File: src/rtl/wdog_pkg.sv
package wdog_pkg;

  localparam logic [7:0] OFS_COUNT   = 8'h00;
  localparam logic [7:0] OFS_RELOAD  = 8'h04;
  localparam logic [7:0] OFS_RESTART = 8'h08;
  localparam logic [7:0] OFS_CTRL    = 8'h0C;
  localparam logic [7:0] OFS_STATUS  = 8'h10;
  localparam logic [7:0] OFS_CLEAR   = 8'h14;
  localparam logic [7:0] OFS_PLEN    = 8'h18;

  localparam logic [31:0] RESTART_KEY = 32'h0000_5AB9;

  // Control word; the first member is the MSB (bit 4).
  typedef struct packed {
    logic src_ext;  // bit4: 1 = external clock ticks
    logic ext_en;   // bit3
    logic irq_en;   // bit2
    logic rst_en;   // bit1
    logic run;      // bit0
  } ctrl_t;

  localparam int unsigned CTRL_W = $bits(ctrl_t);

  // Next value of the down-counter.
  function automatic logic [31:0] count_next(input logic [31:0] cur,
                                             input logic        restart,
                                             input logic        step,
                                             input logic [31:0] reload);
    if (restart)   return reload;
    else if (step) return cur - 32'd1;
    else           return cur;
  endfunction

  // A decrement that lands on zero and is not overridden by a restart.
  function automatic logic lands_on_zero(input logic [31:0] cur,
                                         input logic        step,
                                         input logic        restart);
    return step && !restart && (cur == 32'd1);
  endfunction

endpackage

File: src/rtl/wdog_regs.sv
module wdog_regs
  import wdog_pkg::*;
#(
  parameter int unsigned ADDR_W      = 8,
  parameter int unsigned DATA_W      = 32,
  parameter int unsigned LEN_W       = 8,
  parameter logic [31:0] RELOAD_INIT = 32'h03EF_1480
) (
  input  logic              clk,
  input  logic              rst_n,
  input  logic              psel,
  input  logic              penable,
  input  logic              pwrite,
  input  logic [ADDR_W-1:0] paddr,
  input  logic [DATA_W-1:0] pwdata,
  output logic [DATA_W-1:0] prdata,
  input  logic [DATA_W-1:0] count,
  input  logic              expire,
  output logic [DATA_W-1:0] reload,
  output ctrl_t             ctrl,
  output logic [LEN_W-1:0]  plen,
  output logic              status,
  output logic              restart_hit,
  output logic              clear_hit
);

  localparam logic [ADDR_W-1:0] A_COUNT   = ADDR_W'(OFS_COUNT);
  localparam logic [ADDR_W-1:0] A_RELOAD  = ADDR_W'(OFS_RELOAD);
  localparam logic [ADDR_W-1:0] A_RESTART = ADDR_W'(OFS_RESTART);
  localparam logic [ADDR_W-1:0] A_CTRL    = ADDR_W'(OFS_CTRL);
  localparam logic [ADDR_W-1:0] A_STATUS  = ADDR_W'(OFS_STATUS);
  localparam logic [ADDR_W-1:0] A_CLEAR   = ADDR_W'(OFS_CLEAR);
  localparam logic [ADDR_W-1:0] A_PLEN    = ADDR_W'(OFS_PLEN);

  logic wr_access;
  assign wr_access   = psel && penable && pwrite;
  assign restart_hit = wr_access && (paddr == A_RESTART) && (pwdata == DATA_W'(RESTART_KEY));
  assign clear_hit   = wr_access && (paddr == A_CLEAR) && pwdata[0];

  always_ff @(posedge clk or negedge rst_n) begin
    if (!rst_n) begin
      reload <= DATA_W'(RELOAD_INIT);
      ctrl   <= '0;
      plen   <= '1;
    end else if (wr_access) begin
      if (paddr == A_RELOAD) reload <= pwdata;
      if (paddr == A_CTRL)   ctrl   <= ctrl_t'(pwdata[CTRL_W-1:0]);
      if (paddr == A_PLEN)   plen   <= pwdata[LEN_W-1:0];
    end
  end

  // A timeout that happens in the same cycle as a clear wins.
  always_ff @(posedge clk or negedge rst_n) begin
    if (!rst_n)         status <= 1'b0;
    else if (expire)    status <= 1'b1;
    else if (clear_hit) status <= 1'b0;
  end

  always_comb begin
    prdata = '0;
    case (paddr)
      A_COUNT:  prdata = count;
      A_RELOAD: prdata = reload;
      A_CTRL:   prdata = DATA_W'(ctrl);
      A_STATUS: prdata = DATA_W'(status);
      A_PLEN:   prdata = DATA_W'(plen);
      default:  prdata = '0;
    endcase
  end

endmodule

File: src/rtl/wdog_tick.sv
module wdog_tick #(
  parameter int unsigned SYNC_STAGES = 2
) (
  input  logic clk,
  input  logic rst_n,
  input  logic ext_clk,
  input  logic use_ext,
  output logic tick
);

  logic [SYNC_STAGES-1:0] sync_q;
  logic                   last_q;

  genvar g;
  generate
    for (g = 0; g < SYNC_STAGES; g++) begin : g_sync
      always_ff @(posedge clk or negedge rst_n) begin
        if (!rst_n) sync_q[g] <= 1'b0;
        else if (g == 0) sync_q[g] <= ext_clk;
        else sync_q[g] <= sync_q[(g == 0) ? 0 : g-1];
      end
    end
  endgenerate

  always_ff @(posedge clk or negedge rst_n) begin
    if (!rst_n) last_q <= 1'b0;
    else        last_q <= sync_q[SYNC_STAGES-1];
  end

  logic ext_rise;
  assign ext_rise = sync_q[SYNC_STAGES-1] && !last_q;
  assign tick     = use_ext ? ext_rise : 1'b1;

endmodule

File: src/rtl/wdog_counter.sv
module wdog_counter
  import wdog_pkg::*;
#(
  parameter int unsigned CNT_W    = 32,
  parameter logic [31:0] CNT_INIT = 32'h03EF_1480
) (
  input  logic             clk,
  input  logic             rst_n,
  input  logic             run,
  input  logic             tick,
  input  logic             restart,
  input  logic [CNT_W-1:0] reload,
  output logic [CNT_W-1:0] count,
  output logic             expire
);

  logic step;
  assign step   = run && tick && (count != '0);
  assign expire = lands_on_zero(32'(count), step, restart);

  always_ff @(posedge clk or negedge rst_n) begin
    if (!rst_n) count <= CNT_W'(CNT_INIT);
    else        count <= CNT_W'(count_next(32'(count), restart, step, 32'(reload)));
  end

endmodule

File: src/rtl/wdog_pulse.sv
module wdog_pulse #(
  parameter int unsigned LEN_W = 8,
  parameter int unsigned N_OUT = 3
) (
  input  logic             clk,
  input  logic             rst_n,
  input  logic             fire,
  input  logic [LEN_W-1:0] len,
  input  logic [N_OUT-1:0] en_mask,
  output logic [N_OUT-1:0] outs,
  output logic             active
);

  logic [LEN_W-1:0] left_q;
  logic [N_OUT-1:0] mask_q;

  always_ff @(posedge clk or negedge rst_n) begin
    if (!rst_n) begin
      active <= 1'b0;
      left_q <= '0;
      mask_q <= '0;
    end else if (fire) begin
      active <= 1'b1;
      left_q <= len;
      mask_q <= en_mask;
    end else if (active) begin
      if (left_q == '0) active <= 1'b0;
      else              left_q <= left_q - 1'b1;
    end
  end

  genvar i;
  generate
    for (i = 0; i < N_OUT; i++) begin : g_out
      assign outs[i] = active && mask_q[i];
    end
  endgenerate

endmodule

File: src/rtl/wdog_top.sv
module wdog_top
  import wdog_pkg::*;
#(
  parameter int unsigned ADDR_W      = 8,
  parameter int unsigned DATA_W      = 32,
  parameter int unsigned LEN_W       = 8,
  parameter int unsigned SYNC_STAGES = 2,
  parameter logic [31:0] RELOAD_INIT = 32'h03EF_1480
) (
  input  logic              clk,
  input  logic              rst_n,
  input  logic              psel,
  input  logic              penable,
  input  logic              pwrite,
  input  logic [ADDR_W-1:0] paddr,
  input  logic [DATA_W-1:0] pwdata,
  output logic [DATA_W-1:0] prdata,
  input  logic              ext_clk,
  output logic              rst_out,
  output logic              irq_out,
  output logic              ext_out
);

  localparam int unsigned N_OUT = 3;

  logic [DATA_W-1:0] count, reload;
  logic [LEN_W-1:0]  plen;
  ctrl_t             ctrl;
  logic              status, restart_hit, clear_hit, expire, tick, pulse_active;
  logic [N_OUT-1:0]  out_vec;

  wdog_regs #(.ADDR_W(ADDR_W), .DATA_W(DATA_W), .LEN_W(LEN_W), .RELOAD_INIT(RELOAD_INIT)) u_regs (
    .clk(clk), .rst_n(rst_n), .psel(psel), .penable(penable), .pwrite(pwrite),
    .paddr(paddr), .pwdata(pwdata), .prdata(prdata), .count(count), .expire(expire),
    .reload(reload), .ctrl(ctrl), .plen(plen), .status(status),
    .restart_hit(restart_hit), .clear_hit(clear_hit)
  );

  wdog_tick #(.SYNC_STAGES(SYNC_STAGES)) u_tick (
    .clk(clk), .rst_n(rst_n), .ext_clk(ext_clk), .use_ext(ctrl.src_ext), .tick(tick)
  );

  wdog_counter #(.CNT_W(DATA_W), .CNT_INIT(RELOAD_INIT)) u_cnt (
    .clk(clk), .rst_n(rst_n), .run(ctrl.run), .tick(tick), .restart(restart_hit),
    .reload(reload), .count(count), .expire(expire)
  );

  wdog_pulse #(.LEN_W(LEN_W), .N_OUT(N_OUT)) u_pulse (
    .clk(clk), .rst_n(rst_n), .fire(expire), .len(plen),
    .en_mask({ctrl.ext_en, ctrl.irq_en, ctrl.rst_en}),
    .outs(out_vec), .active(pulse_active)
  );

  assign rst_out = out_vec[0];
  assign irq_out = out_vec[1];
  assign ext_out = out_vec[2];

endmodule

File: config.mk
export PLATFORM = sky130hd
export DESIGN_NAME = wdog_top
export DESIGN_NICKNAME = d
export VERILOG_FILES = /design/src/rtl/wdog_pkg.sv /design/src/rtl/wdog_regs.sv /design/src/rtl/wdog_tick.sv /design/src/rtl/wdog_counter.sv /design/src/rtl/wdog_pulse.sv /design/src/rtl/wdog_top.sv
export SDC_FILE = /design/constraint.sdc
export NUM_CORES = 1
export LEC_CHECK = 0
export ABC_AREA = 1
export BUFFER_PORTS_ARGS = -buffer_cell sky130_fd_sc_hd__buf_2
export CORE_ASPECT_RATIO = 1.75
export CORE_MARGIN = 2
export CORE_UTILIZATION = 60
export CTS_BUF_LIST = sky130_fd_sc_hd__clkbuf_8
export DETAILED_ROUTE_END_ITERATION = 12
export MAX_ROUTING_LAYER = met4
export PLACE_DENSITY = 0.81
export SLEW_MARGIN = 15
export SYNTH_ARGS = -nofsm -noshare
export SYNTH_HDL_FRONTEND = slang
export SYNTH_HIERARCHICAL = 1
export SYNTH_SLANG_ARGS = --single-unit
export TNS_END_PERCENT = 100
File: constraint.sdc
create_clock -name clk -period 2.9 [get_ports clk]
set_input_delay 0.145 -clock clk [delete_from_list [all_inputs] [get_ports clk]]
set_output_delay 0.145 -clock clk [all_outputs]
set_load 0.01 [all_outputs]
# Word level (Yosys, flattened, before mapping)
# Index checks and enable logic that the tools add are counted.
totals:
  register_bits: 93
  input_bits: 46
  out_inout_bits: 35
  wordCells: 64
classes:
  addsub: 2
  eq_ne: 9
  n_mux: 12
  reduce_logical: 26
op_table:
  columns: ["op", "n"]
  rows:
  - ["$pmux W32 S5", 1]
  - ["$mux W32", 2]
  - ["$eq A32 B1 Y1 const B", 1]
  - ["$eq A32 B15 Y1 const B", 1]
  - ["$reduce_bool A32 Y1", 1]
  - ["$sub A32 B1 Y32 const B", 1]
  - ["$eq A8 B5 Y1 const B", 3]
  - ["$mux W8", 3]
  - ["$eq A8 B4 Y1 const B", 2]
  - ["$logic_not A8 Y1", 2]
  - ["$logic_and A1 B1 Y1", 14]
  - ["$eq A8 B3 Y1 const B", 1]
  - ["$reduce_and A2 Y1", 4]
  - ["$sub A8 B1 Y8 const B", 1]
  - ["$mux W1", 6]
  - ["$reduce_bool A2 Y1", 3]
  - ["$logic_not A1 Y1", 2]
  - ["$ne A2 B2 Y1 const B", 1]

# Depth between registers and ports, before layout
# Gate-level depths: netlist (run 1).
logic_depth:
  ltp_word: 9
  mapped_depth: 16
  ltp_nobuf: 14

# Cells and area by module
# The synthesis (run 1) kept the hierarchy.
by_module_without_submodules:
  columns: ["module", "n_inst", "cells_each", "area_each_um2", "seq_area_each_um2"]
  rows:
  - ["wdog_regs", 1, 351, 2645.0, 1176.1]
  - ["wdog_counter", 1, 430, 2640.0, 815.8]
  - ["wdog_pulse", 1, 116, 785.8, 300.3]
  - ["wdog_tick", 1, 6, 86.3, 75.1]

# Worst setup path before layout (run 1)
# OpenSTA, ideal clock, no wires.
synth_timing:
  path_type: "flip-flop to flip-flop"
  startpoint: "register u_cnt.count[0]"
  endpoint: "register u_pulse.left_q[5]"
  setup_time_ns: 0.116
  arrival_time_ns: 2.156
  required_time_ns: 2.784
  slack_ns: 0.627
  stages_incl_launch_ff: 14
  path_buffers: 1
  period_less_slack_ns: 2.273
  cell_sequence: "dfrtp_1 > inv_1 > ha_1 > nand2_4 > nor2_8 > nand2_4 > o21bai_4 > buf_4 > nor3_1 > or2_2 > nand2_4 > nor2_1 > nand2_1 > nand2_1"
synth_via:
  elab_chain_cells: 6
  word_cells_on_any_way: 9
  cone_classes: "eq/ne (2); mux (1); reduce/logical (6)"
synth_lines:
  columns: ["item", "line", "source"]
  rows:
  - ["from (decl)", "wdog_counter.sv:13", "output logic [CNT_W-1:0] count,"]
  - ["from (signal assigned)", "wdog_counter.sv:22", "if (!rst_n) count <= CNT_W'(CNT_INIT);"]
  - ["from (signal assigned)", "wdog_counter.sv:23", "else count <= CNT_W'(count_next(32'(count), restart, step, 32'(reload)));"]
  - ["$reduce_bool A32 Y1", "wdog_counter.sv:18", "assign step = run && tick && (count != '0);"]
  - ["$logic_and A1 B1 Y1", "wdog_counter.sv:18", null]
  - ["$logic_and A1 B1 Y1", "wdog_pkg.sv:38", "return step && !restart && (cur == 32'd1);"]
  - ["$logic_and A1 B1 Y1 (*)", "wdog_pkg.sv:38", null]
  - ["named net expire", "wdog_top.sv:29", "logic status, restart_hit, clear_hit, expire, tick, pulse_active;"]
  - ["$ne A2 B2 Y1 (no line) / $reduce_bool A2 Y1 (equally long branches)", null, null]
  - ["$reduce_and A2 Y1 (no line)", null, null]
  - ["to (signal assigned)", "wdog_pulse.sv:24", "left_q <= len;"]
  - ["to (signal assigned)", "wdog_pulse.sv:28", "else left_q <= left_q - 1'b1;"]
  - ["to (decl)", "wdog_pulse.sv:14", "logic [LEN_W-1:0] left_q;"]
# The timed path passes the listed nets; every way through them passes the cells marked *.
# A chain may end at the register's enable or synchronous reset.

# Final worst setup path (run 1)
layout_timing:
  startpoint: "input port pwdata[17]"
  endpoint: "register u_cnt.count[8]"
layout_via:
  elab_chain_cells: 3
  word_cells_on_any_way: 4
  cone_classes: "eq/ne (1); mux (1); reduce/logical (2)"
layout_lines:
  columns: ["item", "line", "source"]
  rows:
  - ["from (decl)", "wdog_top.sv:16", "input logic [DATA_W-1:0] pwdata,"]
  - ["$eq A32 B15 Y1 (*)", "wdog_regs.sv:37", "assign restart_hit = wr_access && (paddr == A_RESTART) && (pwdata == DATA_W'(RESTART_KEY));"]
  - ["$logic_and A1 B1 Y1 (*)", "wdog_regs.sv:37", null]
  - ["named net restart_hit", "wdog_top.sv:29", null]
  - ["$mux W32 / $reduce_bool A2 Y1 (equally long branches)", null, null]
# Marks and branches as above.

==> impl_metrics.ini, run 1 <==
[global_route]
grt.overflow.total = 0
grt_max_degree = 51
grt_pass1_wl_um = 28000
grt_usage_pct = 34.3
first_global_vias = 6063
grt_antenna_before_repair = 0

[synthesis]
syn_inst = 902
syn-num-nets = 951
yosysWarnings = 6
avgSynthCellArea_um2 = 6.82
syn_area_mm2 = 0.00615

[layout]
fin_nets = 1040
syn2layout_area_growth_pct = 14.0
drive_gt1_share_pct = 22.2
nFillCells = 892
num_antenna_cells = 0

[timing]
min_period_ns = 2.55
finalMaxSlewViolations = 0
max_slew_margin_pct = 53.5
rsz0062_at_grt = false
setup_viol_count_final = 0
setup_tns_ns = 0
clock_skew_ns = 0.00451
timing.final.hold_violations = 0
worstMarginPinSlew_ns = 0.695
min_period_over_period_pct = 88.1
max_freq_mhz = 391

[min_path]
holdCritPathClass = in -> reg

[worst_setup_path]
path_max_fanout = 42
slowest_stage = dlygate4sd3_1
crit_required_ns = 3.17
crit_type = in -> reg
crit_chain = dlygate4sd3_1, buf_2, nor2_1, and2_1, nand2_1, nor2_1, nand2_1, nor2_2, buf_4, clkinv_1, nand2_4, inv_2, nand2_1, nand2_1
timing.critical_path.mode_cell = nand2_1
arrival_ns = 2.83
critical-path-max-stage-delay_ns = 0.54
cp-start-kind = input pin
cp-end-kind = register

[route]
avgRoutedWirePerCell_um = 15.7
routed_wl_um = 17600
routed_via_density = 5.46
drt_iter0_markers = 323
drt-pass1-iter-count = 5
antenna_left = 0
drc = 0
num_vias = 6116

[clock_network]
post_cts_buffers = 0
clkTransAtPathRegs_ns = 0.09
clk_latency_ns = 0.37
htree_num_levels = 3
clk_path_buf_depth = 2
cts_buffers = 9
cts_num_sinks = 93
cts_tree = built
cts_root_buffer = clkbuf_8

[die]
die_w_um = 80.6
rows = 48
io_pins = 81
core_area_mm2 = 0.00991
initial_core_util_pct = 62.1
die_area_mm2 = 0.0111
die_h_um = 138

[job]
maxCapViolCount = 0

[pwr]
total_power_uw = 2700
p_leak_uw = 0.00377
irDropWorstVdd_v = 0.000263
p_per_area_mw_per_mm2 = 385

[placement]
port_buffers = 80
dp_hpwl_um = 13300
place_congestion = 0.973

[run_status]
outcome = completed
placed cells by master (no fill, tap or decap), drive strengths merged, types with 4 or more instances in the layout:
cell / instances
nor2: 108
dfstp: 32
xnor2: 4
inv: 104
dfrtp: 61
buf: 89
dlygate4sd3: 15
nor3: 4
nand3: 84
nand4: 15
nand2: 352
clkbuf: 10
o21ai: 98
critical path, delay by kind of cell:
kind          cells  cell delay [ns]
simple gates      9             1.21
buf+inv           5             1.45
where the power goes:
part           switching [uW]  total (uW)  internal [uW]
sequential               61.8        1420           1350
combinational             181         297            115
clock                     479         989            509
stage by stage:
stage | utilization [%] | cells | setup WS, ns | area, um2 | hold WS, ns
after floorplan | - | 902 | 0.627 | 6150 | -0.151
after global placement | 67.0 | 1090 | 0.551 | 6640 | 0.181
after detailed placement | 67.0 | 1090 | 0.536 | 6640 | 0.180
after CTS | 70.8 | 1121 | 0.431 | 7020 | 0.0000398
after global routing | 70.8 | 1121 | 0.191 | 7020 | 0.0117
final | 70.8 | 1121 | 0.345 | 7020 | 0.00242
flip-flops by register name, summed over array words and instances, names as in the netlist, 2 cells and up:
name            count
u_cnt/count        32
u_pulse/left_q      8
u_pulse/mask_q      3
u_regs/ctrl         5
u_regs/plen         8
u_regs/reload      32
u_tick/sync_q       2
routing by layer:
layer / vias to the layer above / global-route usage [%] / routed length, um / part of all wire [%]
met4: 0 / 22.5 / 1030 / 5.9
met1: 2808 / 31.2 / 6010 / 34
met5: - / - / 0 / 0
met2: 225 / 65.3 / 9810 / 56
li1: 3017 / - / - / -
met3: 66 / 3.39 / 721 / 4.1
final cells by class:
cell class	count	area (um2)	area share, %
multi-input cells	680	3240	46.1
well taps	125	156	2.23
repair buffers	104	646	9.20
flip-flops and latches	93	2370	33.7
inverters	103	387	5.51
clock buffers	10	138	1.96
clock inverters	6	86.3	1.23
worst paths after layout:
| check | startpoint | endpoint | slack, ns | depth (start not counted) |
|---|---|---|---|---|
| max in group asynchronous | rst_n | u_cnt/count[24]$_DFFE_PN1P_ | 1.87 | 3 |
| worst max-delay path | pwdata[17] | u_cnt/count[8]$_DFFE_PN0P_ | 0.35 | 14 |
| worst min-delay path | pwdata[29] | u_regs/reload[29]$_DFFE_PN0P_ | 0.002 | 3 |
| worst min register to register | u_tick/sync_q[0]$_DFF_PN0_ | u_tick/sync_q[1]$_DFF_PN0_ | 0.36 | 0 |
| worst max register to register | u_cnt/count[11]$_DFFE_PN0P_ | u_pulse/left_q[6]$_DFFE_PN0P_ | 0.56 | 9 |
| min in group asynchronous | rst_n | u_tick/last_q$_DFF_PN0_ | 0.31 | 2 |
repair_timing:
item | in CTS | in global routing
endpoints found under the hold margin | 39 | 0
hold buffers | 15 | 0
gates resized for setup | 0 | 0
Note: power is estimated with default switching activity, not from simulation.
==> run 2: changes to the inputs <==
--- a/config.mk
+++ b/config.mk
@@ -13,10 +13,9 @@
 export CTS_BUF_LIST = sky130_fd_sc_hd__clkbuf_8
 export DETAILED_ROUTE_END_ITERATION = 12
 export MAX_ROUTING_LAYER = met4
-export PLACE_DENSITY = 0.81
+export PLACE_DENSITY = 0.82
 export SLEW_MARGIN = 15
 export SYNTH_ARGS = -nofsm -noshare
 export SYNTH_HDL_FRONTEND = slang
-export SYNTH_HIERARCHICAL = 1
 export SYNTH_SLANG_ARGS = --single-unit
 export TNS_END_PERCENT = 100
==> impl_metrics.ini, run 2 <==
[pwr]
irDropWorstVdd_v = 0.000326
p_leak_uw = 0.00321
switching_power_uw = 570
pwr-share-seq_pct = 57.0
clockPowerShare_pct = 38.1
switching_share_pct = 24.5
internal_power_uw = 1750
combPwrFrac_pct = 4.8
p_per_area_mw_per_mm2 = 366

[worst_setup_path]
path_max_fanout = 32
reg2reg_slack_ns = 0.83
crit_chain = nor2_1, nand2_1, nor2_1, nand2_2, nor2_4, nor2_8, inv_2, nand3_1, nand3_1
arrival_ns = 2.39
slowest_stage = inv_2
cp-endpoint = u_cnt.count[30]$_DFFE_PN0P_
r2r_start = u_cnt.count[20]$_DFFE_PN0P_
crit_type = reg -> reg
cp-end-kind = register
crit_required_ns = 3.22
ff2ff_path_depth = 9
r2r_end = u_cnt.count[30]$_DFFE_PN0P_
critPathLaunch = u_cnt.count[20]$_DFFE_PN0P_
critical-path-max-stage-delay_ns = 0.45
cp-start-kind = register

[placement]
dp_hpwl_um = 12300
port_buffers = 80
place_congestion = 0.978
dp_cells = 955
dp_slack_ns = 0.884

[synthesis]
avgSynthCellArea_um2 = 7.31
yosys_most_used_dff = dfrtp_1
synth_seq_cells = 93
syn-num-nets = 824
yosysTopAreaCellShare_pct = 27.0
syn_inst = 773
synth_top_area_cell = dfrtp_1
syn_area_mm2 = 0.00565
synth_most_common_cell = nand2_1
synth_edf_count = 0
synth_cell_type_count = 37
synthArstFlopShare_pct = 100
yosys-top-cells-count = nand2_1 (235), inv_1 (92), nand3_1 (81)
synthTopCellsByArea = dfrtp_1 (27%), nand2_1 (16%), dfstp_2 (15%)
ys_seq_area_share_pct = 41.9
yosysWarnings = 0

[job]
maxCapViolCount = 0

[timing]
min_period_over_period_pct = 71.5
max_freq_mhz = 483
holdWs_ns = 0.00993
clock_skew_ns = 0.0107
min_period_ns = 2.07
worstMarginPinSlew_ns = 0.762
timing.final.hold_violations = 0
fin_ws_ns = 0.828
finalMaxSlewViolations = 0
setup_viol_count_final = 0
setup_tns_ns = 0
max_slew_margin_pct = 49.2
rsz0062_at_grt = false

[min_path]
worstHoldPathCells = 3
holdCritPathClass = in -> reg
hold_start = pwdata[21]

[die]
die_h_um = 132
rows = 46
initial_core_util_pct = 62.1
die_w_um = 77.4
die_area_mm2 = 0.0102
io_pins = 81
core_area_mm2 = 0.00909

[clock_network]
post_cts_buffers = 0
clk_latency_ns = 0.38
cts_root_buffer = clkbuf_8
cts_num_sinks = 93
cts_tree = built
cts_buffers = 9
clkTransAtPathRegs_ns = 0.09
htree_num_levels = 3
clk_path_buf_depth = 2

[global_route]
grt_pass1_wl_um = 27100
grt_usage_pct = 35.0
grt_max_degree = 61
first_global_vias = 5535
grt_antenna_before_repair = 0
grt.overflow.total = 0

[route]
antenna_left = 0
avgRoutedWirePerCell_um = 17.2
drt_iter0_markers = 424
drc = 0
routed_wl_um = 16700
num_vias = 5562
drt-pass1-iter-count = 5
routed_via_density = 5.71

[layout]
ff_latch_area_mm2 = 0.00237
num_antenna_cells = 0
reg.largest.list = u_cnt.count x32, u_regs.reload x32
final_cells = 974
fin_nets = 900
layout_commonest_cell = nand2_1
syn2layout_area_growth_pct = 12.5
multiInputGateArea_mm2 = 0.00278
drive_gt1_share_pct = 19.0
layout_common_cells = nand2_1 (235), inv_1 (93), nand3_1 (81), buf_2 (79), o21ai_0 (66)
nFillCells = 807

[run_status]
outcome = completed
## run 2: worst min-delay path by stage
stage / slack (ns) / end
after floorplan: -0.15 / u_cnt.count[0]$_DFFE_PN0P_
after detailed placement: 0.25 / u_tick.sync_q[0]$_DFF_PN0_
after global routing: 0.01 / u_regs.reload[23]$_DFFE_PN1P_
after global placement: 0.26 / u_cnt.count[27]$_DFFE_PN0P_
final: 0.01 / u_regs.reload[21]$_DFFE_PN1P_
after CTS: 0.003 / u_regs.reload[21]$_DFFE_PN1P_
## run 2: per-stage QoR
step                power (uW)  cell area, um2  utilization [%]
finish                    2320            6350             69.9
global route              2400            6350             69.9
CTS                       2330            6340             69.8
detailed placement        1460            6120             67.4
global placement          1450            6120             67.4
floorplan                 1380            5650                -
## run 2: timing repair
action	4_1_cts	5_1_grt
hold buffers	2	1
resized for setup	0	0
endpoints found under the hold margin	40	1
endpoints found under the setup margin	0	0
## run 2: cell families (layout without fill, tap and decap cells)
logic type | count (synthesis) | after routing | share of synthesized area, %
xor gates and xnor gates | 31 | 31 | 4.81
buffers and inverters | 122 | 203 | 8.86
adders and majority gates | 5 | 5 | 1.11
muxes | 4 | 4 | 0.797
and+or+nand+nor | 416 | 416 | 32.3
AOI/OAI and AO/OA | 102 | 102 | 10.2
DFF | 93 | 93 | 41.9
## run 2: power groups by stage
stage | Clock, uW | Combinational (uW) | Sequential, uW
6_report | 886 | 112 | 1330
5_1_grt | 947 | 126 | 1330
4_1_cts | 897 | 112 | 1330
3_5_place_dp | 0 | 109 | 1350
3_3_place_gp | 0 | 106 | 1350
2_1_floorplan | 0 | 35.6 | 1340
## run 2: worst max-delay path: cells and delay by family, from the launching register on
| kind | cells | cell delay (ns) |
|---|---|---|
| flops | 1 | 0.43 |
| simple gates | 8 | 1.11 |
| buf+inv | 1 | 0.45 |
## run 2: routing by layer
| metal | routed length (um) | part of all wire [%] | up-vias | global-route usage [%] |
|---|---|---|---|---|
| met4 | 1220 | 7.3 | 0 | 24.4 |
| met5 | 0 | 0 | - | - |
| met2 | 8910 | 53 | 231 | 59.7 |
| li1 | - | - | 2621 | - |
| met1 | 5830 | 35 | 2632 | 37.1 |
| met3 | 759 | 4.5 | 78 | 4.32 |
## run 2: final cells by class
cell class | count | share of cell area [%]
inverter | 96 | 5.67
tap | 120 | 2.36
timing repair buffer | 91 | 7.76
sequential | 93 | 37.3
clock inverter | 7 | 1.18
multi-input combinational | 558 | 43.8
clock buffer | 9 | 1.95
